===== src/rtl/acq_pkg.sv =====
package acq_pkg;
    typedef enum logic [2:0] {
        ST_START,
        ST_WAIT1,
        ST_WAIT2,
        ST_READ,
        ST_STORE,
        ST_INCR
    } acq_state_e;

    typedef struct packed {
        logic sc;
        logic oe;
        logic cnt_en;
        logic latch_en;
    } acq_ctl_t;
endpackage


===== src/rtl/acq_ctrl.sv =====
module acq_ctrl
    import acq_pkg::*;
(
    input  logic     clk,
    input  logic     rst_n,
    input  logic     eoc,
    output acq_ctl_t ctl
);
    typedef struct packed {
        acq_state_e state;
    } ctrl_reg_t;

    ctrl_reg_t r_d, r_q;
    acq_ctl_t  ctl_d;

    always_comb begin
        r_d   = r_q;
        ctl_d = '0;
        unique case (r_q.state)
            ST_START: begin
                ctl_d.sc  = 1'b1;
                r_d.state = ST_WAIT1;
            end
            ST_WAIT1: begin
                if (!eoc) r_d.state = ST_WAIT2;
            end
            ST_WAIT2: begin
                if (eoc) begin
                    ctl_d.oe       = 1'b1;
                    ctl_d.latch_en = 1'b1;
                    r_d.state      = ST_READ;
                end
            end
            ST_READ: begin
                ctl_d.oe  = 1'b1;
                r_d.state = ST_STORE;
            end
            ST_STORE: begin
                ctl_d.cnt_en = 1'b1;
                r_d.state    = ST_INCR;
            end
            ST_INCR: r_d.state = ST_START;
            default: r_d.state = ST_START;
        endcase
    end

    always_ff @(posedge clk) begin
        if (!rst_n) r_q <= '{state: ST_START};
        else        r_q <= r_d;
    end

    assign ctl = ctl_d;

    p_sc_single_r2: assert property (@(posedge clk) disable iff (!rst_n)
        ctl.sc |=> !ctl.sc && !ctl.oe);
    p_oe_two_cycles_r6: assert property (@(posedge clk) disable iff (!rst_n)
        ctl.latch_en |=> ctl.oe ##1 !ctl.oe);
    p_wait1_hold_r3: assert property (@(posedge clk) disable iff (!rst_n)
        (r_q.state == ST_WAIT1 && eoc) |-> !ctl.oe);
endmodule


===== src/rtl/acq_chan_cnt.sv =====
module acq_chan_cnt #(
    parameter int NUM_CH = 4,
    localparam int CH_W  = $clog2(NUM_CH)
) (
    input  logic            clk,
    input  logic            rst_n,
    input  logic            cnt_en,
    output logic [CH_W-1:0] chan
);
    localparam logic [CH_W-1:0] LAST = CH_W'(NUM_CH - 1);

    logic [CH_W-1:0] cnt_d, cnt_q;

    always_comb begin
        cnt_d = cnt_q;
        if (cnt_en) cnt_d = (cnt_q == LAST) ? '0 : cnt_q + 1'b1;
    end

    always_ff @(posedge clk) begin
        if (!rst_n) cnt_q <= '0;
        else        cnt_q <= cnt_d;
    end

    assign chan = cnt_q;

    p_step_wrap_r8: assert property (@(posedge clk) disable iff (!rst_n)
        cnt_en |=> chan == (($past(chan) == LAST) ? '0 : CH_W'($past(chan) + 1'b1)));
    p_hold_r9: assert property (@(posedge clk) disable iff (!rst_n)
        !cnt_en |=> $stable(chan));
endmodule


===== src/rtl/acq_bank.sv =====
module acq_bank #(
    parameter int NUM_CH = 4,
    parameter int DATA_W = 8,
    localparam int CH_W  = $clog2(NUM_CH)
) (
    input  logic                     clk,
    input  logic                     rst_n,
    input  logic                     latch_en,
    input  logic [CH_W-1:0]          chan,
    input  logic [DATA_W-1:0]        din,
    output logic [NUM_CH*DATA_W-1:0] results,
    output logic                     wr_valid,
    output logic [CH_W-1:0]          wr_chan
);
    typedef struct packed {
        logic [NUM_CH*DATA_W-1:0] words;
        logic                     valid;
        logic [CH_W-1:0]          chan;
    } bank_reg_t;

    logic [NUM_CH-1:0] sel;
    bank_reg_t         r_d, r_q;

    for (genvar g = 0; g < NUM_CH; g++) begin : g_dec
        assign sel[g] = latch_en && (chan == CH_W'(g));
    end

    always_comb begin
        r_d       = r_q;
        r_d.valid = latch_en;
        if (latch_en) r_d.chan = chan;
        for (int k = 0; k < NUM_CH; k++) begin
            if (sel[k]) r_d.words[k*DATA_W +: DATA_W] = din;
        end
    end

    always_ff @(posedge clk) begin
        if (!rst_n) r_q <= '0;
        else        r_q <= r_d;
    end

    assign results  = r_q.words;
    assign wr_valid = r_q.valid;
    assign wr_chan  = r_q.chan;

    p_onehot_sel_r7: assert property (@(posedge clk) disable iff (!rst_n)
        $onehot0(sel) && (latch_en == (sel != '0)));
    p_keep_r7: assert property (@(posedge clk) disable iff (!rst_n)
        !latch_en |=> $stable(results));
    p_strobe_r10: assert property (@(posedge clk) disable iff (!rst_n)
        wr_valid |=> !wr_valid);
endmodule


===== src/rtl/acq_rr_sequencer.sv =====
module acq_rr_sequencer
    import acq_pkg::*;
#(
    parameter int NUM_CH = 4,
    parameter int DATA_W = 8,
    localparam int CH_W  = $clog2(NUM_CH)
) (
    input  logic                     clk,
    input  logic                     rst_n,
    input  logic                     eoc,
    input  logic [DATA_W-1:0]        adc_data,
    output logic [CH_W-1:0]          adc_addr,
    output logic                     conv_start,
    output logic                     rd_en,
    output logic [NUM_CH*DATA_W-1:0] results,
    output logic                     wr_valid,
    output logic [CH_W-1:0]          wr_chan
);
    acq_ctl_t        ctl;
    logic [CH_W-1:0] chan;

    acq_ctrl u_ctrl (
        .clk   (clk),
        .rst_n (rst_n),
        .eoc   (eoc),
        .ctl   (ctl)
    );

    acq_chan_cnt #(.NUM_CH(NUM_CH)) u_cnt (
        .clk    (clk),
        .rst_n  (rst_n),
        .cnt_en (ctl.cnt_en),
        .chan   (chan)
    );

    acq_bank #(.NUM_CH(NUM_CH), .DATA_W(DATA_W)) u_bank (
        .clk      (clk),
        .rst_n    (rst_n),
        .latch_en (ctl.latch_en),
        .chan     (chan),
        .din      (adc_data),
        .results  (results),
        .wr_valid (wr_valid),
        .wr_chan  (wr_chan)
    );

    assign adc_addr   = chan;
    assign conv_start = ctl.sc;
    assign rd_en      = ctl.oe;

    p_capture_oe_r5: assert property (@(posedge clk) disable iff (!rst_n)
        ctl.latch_en |-> rd_en && eoc);
    p_chan_tag_r10: assert property (@(posedge clk) disable iff (!rst_n)
        ctl.latch_en |=> wr_valid && wr_chan == $past(adc_addr));
    p_addr_fixed_r9: assert property (@(posedge clk) disable iff (!rst_n)
        conv_start |=> $stable(adc_addr));
endmodule


===== config.mk =====
export PLATFORM = sky130hd
export DESIGN_NAME = acq_rr_sequencer
export DESIGN_NICKNAME = d
export VERILOG_FILES = /design/src/rtl/acq_pkg.sv /design/src/rtl/acq_ctrl.sv /design/src/rtl/acq_chan_cnt.sv /design/src/rtl/acq_bank.sv /design/src/rtl/acq_rr_sequencer.sv
export SDC_FILE = /design/constraint.sdc
export NUM_CORES = 1
export LEC_CHECK = 0
export BUFFER_PORTS_ARGS = -buffer_cell sky130_fd_sc_hd__buf_2
export CAP_MARGIN = 20
export CORE_MARGIN = 2
export CORE_UTILIZATION = 54
export DETAILED_ROUTE_END_ITERATION = 8
export PLACE_DENSITY_LB_ADDON = 0.25
export SYNTH_ARGS = -nofsm -noshare
export SYNTH_HDL_FRONTEND = slang
export SYNTH_SLANG_ARGS = --single-unit

===== constraint.sdc =====
create_clock -name clk -period 2.6 [get_ports clk]
set_input_delay 0.39 -clock clk [delete_from_list [all_inputs] [get_ports clk]]
set_output_delay 0.39 -clock clk [all_outputs]
set_load 0.01 [all_outputs]

==> tab_implementation.tex <==
\begin{tabular}{lr}
\hline
Metric & Value \\
\hline
\multicolumn{2}{l}{\textbf{Yosys}} \\
Post-synthesis instance total & 152 \\
Register area share after synthesis & 49.3\% \\
Post-synthesis instance area & 1620 sq um \\
Count of warnings emitted by yosys & 0 \\
Area share of the largest cell type after synthesis & 49.3\% \\
Biggest area contributors in the synthesized netlist & sky130\_fd\_sc\_hd\_\_dfxtp\_1 (49\%), sky130\_fd\_sc\_hd\_\_mux2i\_1 (23\%), sky130\_fd\_sc\_hd\_\_nand2\_1 (9.2\%) \\
Syn Nets & 167 \\
Syn Area/Cell & 10.7 sq um \\
Library cell with the largest summed area after synthesis & sky130\_fd\_sc\_hd\_\_dfxtp\_1 \\
Count of distinct cell types in the synthesized netlist & 20 \\
Synthesis-stage register bit count & 40 \\
\multicolumn{2}{l}{\textbf{Finish}} \\
Nets & 216 \\
Highest-count cells in the layout ignoring fill and taps & sky130\_fd\_sc\_hd\_\_buf\_2 (49), sky130\_fd\_sc\_hd\_\_nand2\_1 (40), sky130\_fd\_sc\_hd\_\_dfxtp\_1 (40) \\
Post-layout util & 68.8\% \\
Antenna diodes & 0 \\
Commonest non-fill, non-tap cell in the layout & sky130\_fd\_sc\_hd\_\_buf\_2 \\
Layout-stage area growth over the synthesis result & 18.9\% \\
Share of cells above drive strength 1 & 31.2\% \\
Area taken by multi-input logic gates & 777 sq um \\
Register area & 801 sq um \\
Count of fill cells added during filler insertion & 243 \\
\multicolumn{2}{l}{\textbf{Power}} \\
Peak ir drop on the vdd network & 0.000377 V \\
Lkg Pwr & 1.06 nW \\
PnR Total Power & 1.01 mW \\
Total power per unit cell area & 525 nW/um\^{}2 \\
\multicolumn{2}{l}{\textbf{Floorplan}} \\
Die Footprint & 3460 sq um \\
Cell Rows & 19 \\
Area of the core region & 2810 sq um \\
Die Width & 58.8 um \\
Initial cell density of the core & 57.9\% \\
Number of top-level pins & 50 \\
Vert. Die Dim & 58.8 um \\
\multicolumn{2}{l}{\textbf{Timing}} \\
Setup violators final & 0 \\
Crit share post-route & 64.3\% \\
Setup total negative slack & 0 ns \\
Worst-margin pin slew & 0.727 ns \\
RSZ-0062 raised after global routing & false \\
Final critical-path required period & 1.67 ns \\
Peak clock frequency supported by timing & 0.598 GHz \\
Post-route worst hold slack & 0.355 ns \\
Slew Limit Headroom & 51.5\% \\
Final Max Tran Viols & 0 \\
Total count of hold-check failures in the final report & 0 \\
Final Skew & 0.00607 ns \\
\multicolumn{2}{l}{\textbf{Clock tree}} \\
CTS clock-pin slew for the worst setup and hold paths & 0.11 ns \\
CTS tree & built \\
Clock Tree Root & sky130\_fd\_sc\_hd\_\_clkbuf\_4 \\
Post-CTS Setup Inserts & 0 \\
\# hold bufs at CTS & 0 \\
Number of clock sinks & 40 \\
Insertion delay to the later sink of the worst-skew pair & 0.35 ns \\
Total CTS buffers & 5 \\
Count of H-tree levels built during CTS & 2 \\
Bufs on Longest Clock Path & 2 \\
Number of gates resized after CTS & 0 \\
\multicolumn{2}{l}{\textbf{Worst setup path}} \\
Crit-path max cell delay & 0.48 ns \\
Endpoint arrival time on the critical path & 1.28 ns \\
Critical-path cell with the highest stage delay & sky130\_fd\_sc\_hd\_\_dfxtp\_1 \\
Worst reg-to-reg path cell count & 3 \\
Worst r2r dst & u\_bank.results[15] \\
Worst r2r src & u\_ctrl.r\_q[1] \\
Register-to-register setup slack & 1.10 ns \\
Ordered cell list for the critical path & nor2\_1 > nor3b\_1 > buf\_2 \\
Critical path start-end classification & reg -> out \\
Data required time at the worst endpoint & 2.21 ns \\
Type of origin of the critical path & register \\
Kind of capture point of the worst setup path & output port \\
Largest fanout of any net on the critical path & 7 \\
\multicolumn{2}{l}{\textbf{Worst hold path}} \\
Path category of the worst min-delay check & in -> reg \\
Hold path startpoint & adc\_data[7] \\
Hold Path End & u\_bank.results[23] \\
Hold Path Cell Cnt & 3 \\
\multicolumn{2}{l}{\textbf{Route}} \\
Number of iterations in the first detailed-routing pass & 6 \\
Number of nets with antenna violations after detailed routing & 0 \\
Vias after detailed routing & 1,162 \\
Routed wire length & 3120 um \\
Via density & 4.99 \\
Remaining routing DRC violations & 2 \\
Routed len/inst & 13.4 um \\
DRC violation total after the first TritonRoute iteration & 43 \\
\multicolumn{2}{l}{\textbf{Placement}} \\
Half-perimeter wire length after detailed placement & 2310 um \\
Placer congestion estimate & 0.742 \\
Number of buffers added on ports & 49 \\
\multicolumn{2}{l}{\textbf{Run status}} \\
Violations in the final reports & design-rule violations \\
Outcome & finished, violations left \\
\multicolumn{2}{l}{\textbf{Flow run}} \\
Max-capacitance violation count & 0 \\
\multicolumn{2}{l}{\textbf{Global routing}} \\
Pin count of the biggest net entering global routing & 49 \\
Antenna violations before repair & 0 \\
Total grt overflow & 0 \\
Global-route wire length before repair & 5300 um \\
Vias in the first global route & 1,173 \\
GRT Total Usage & 21.2\% \\
\hline
\end{tabular}
-- flip-flops by register name, indices dropped and copies added (netlist names) --
register and flops:
u_bank.results 32, u_bank.wr_chan 2, u_bank.wr_valid 1, u_cnt.chan 2, u_ctrl.r_q 3
-- metrics by stage --
step                      std cells  instance area [sq um]  worst slack [ns]
after floorplan                 152                   1620              1.35
after global placement          225                   1870              1.12
after detailed placement        225                   1870              1.09
after CTS                       233                   1930             0.894
after global routing            233                   1930             0.844
final                           233                   1930             0.927
-- layer usage --
metal | global-route usage, % | share of wire (%)
met5 | 0 | 0
met3 | 7.91 | 5.6
met2 | 36.8 | 52
met4 | 8.77 | 2.5
met1 | 23.2 | 40
-- cells by family after synthesis --
logic type / count (synthesis) / share of synthesized area, %
and+or+nand+nor: 60 / 20.9
adders and majority gates: 5 / 3.70
DFF: 40 / 49.3
muxes: 37 / 22.8
buffers and inverters: 9 / 2.85
AOI/OAI and AO/OA: 1 / 0.462
-- synth_stat cells --
cell type / count
sky130_fd_sc_hd__inv_1: 2
sky130_fd_sc_hd__nand2b_1: 1
sky130_fd_sc_hd__nor2b_1: 5
sky130_fd_sc_hd__nor3b_1: 2
sky130_fd_sc_hd__buf_8: 1
sky130_fd_sc_hd__nor3b_2: 1
sky130_fd_sc_hd__and2_1: 1
sky130_fd_sc_hd__nand2_8: 4
sky130_fd_sc_hd__and3b_1: 1
sky130_fd_sc_hd__clkbuf_1: 5
sky130_fd_sc_hd__nor3_1: 1
sky130_fd_sc_hd__maj3_1: 1
sky130_fd_sc_hd__nand2_1: 40
sky130_fd_sc_hd__dfxtp_1: 40
sky130_fd_sc_hd__buf_2: 1
sky130_fd_sc_hd__o21a_1: 1
sky130_fd_sc_hd__ha_1: 4
sky130_fd_sc_hd__mux2i_1: 37
sky130_fd_sc_hd__and4bb_2: 1
sky130_fd_sc_hd__nor2_1: 3
-- layout make-up --
class	count	share of cell area, %
timing repair buffer	49	12.7
multi-input combinational	103	40.2
inverter	2	0.389
tap	31	2.01
sequential	40	41.5
clock buffer	6	2.66
clock inverter	2	0.518
-- worst max-delay path by stage --
stage	endpoint	slack (ns)	from
global route	rd_en	0.84	u_ctrl.r_q[0]
floorplan	u_bank.wr_chan[0]	1.35	u_ctrl.r_q[0]
detailed placement	u_bank.results[19]	1.09	eoc
global placement	u_bank.results[12]	1.12	eoc
finish	rd_en	0.93	u_ctrl.r_q[0]
CTS	rd_en	0.89	u_ctrl.r_q[0]
-- critical path: cells and delay by family (launching register included) --
family | cells | cell delay [ns]
simple gates | 2 | 0.29
flops | 1 | 0.48
buf+inv | 1 | 0.17
-- power by group --
part	internal [mW]	total, mW	switching, mW
clock network	0.129	0.324	0.195
logic	0.0257	0.0619	0.0362
registers	0.619	0.628	0.00841
(Power assumes the default switching activity.)
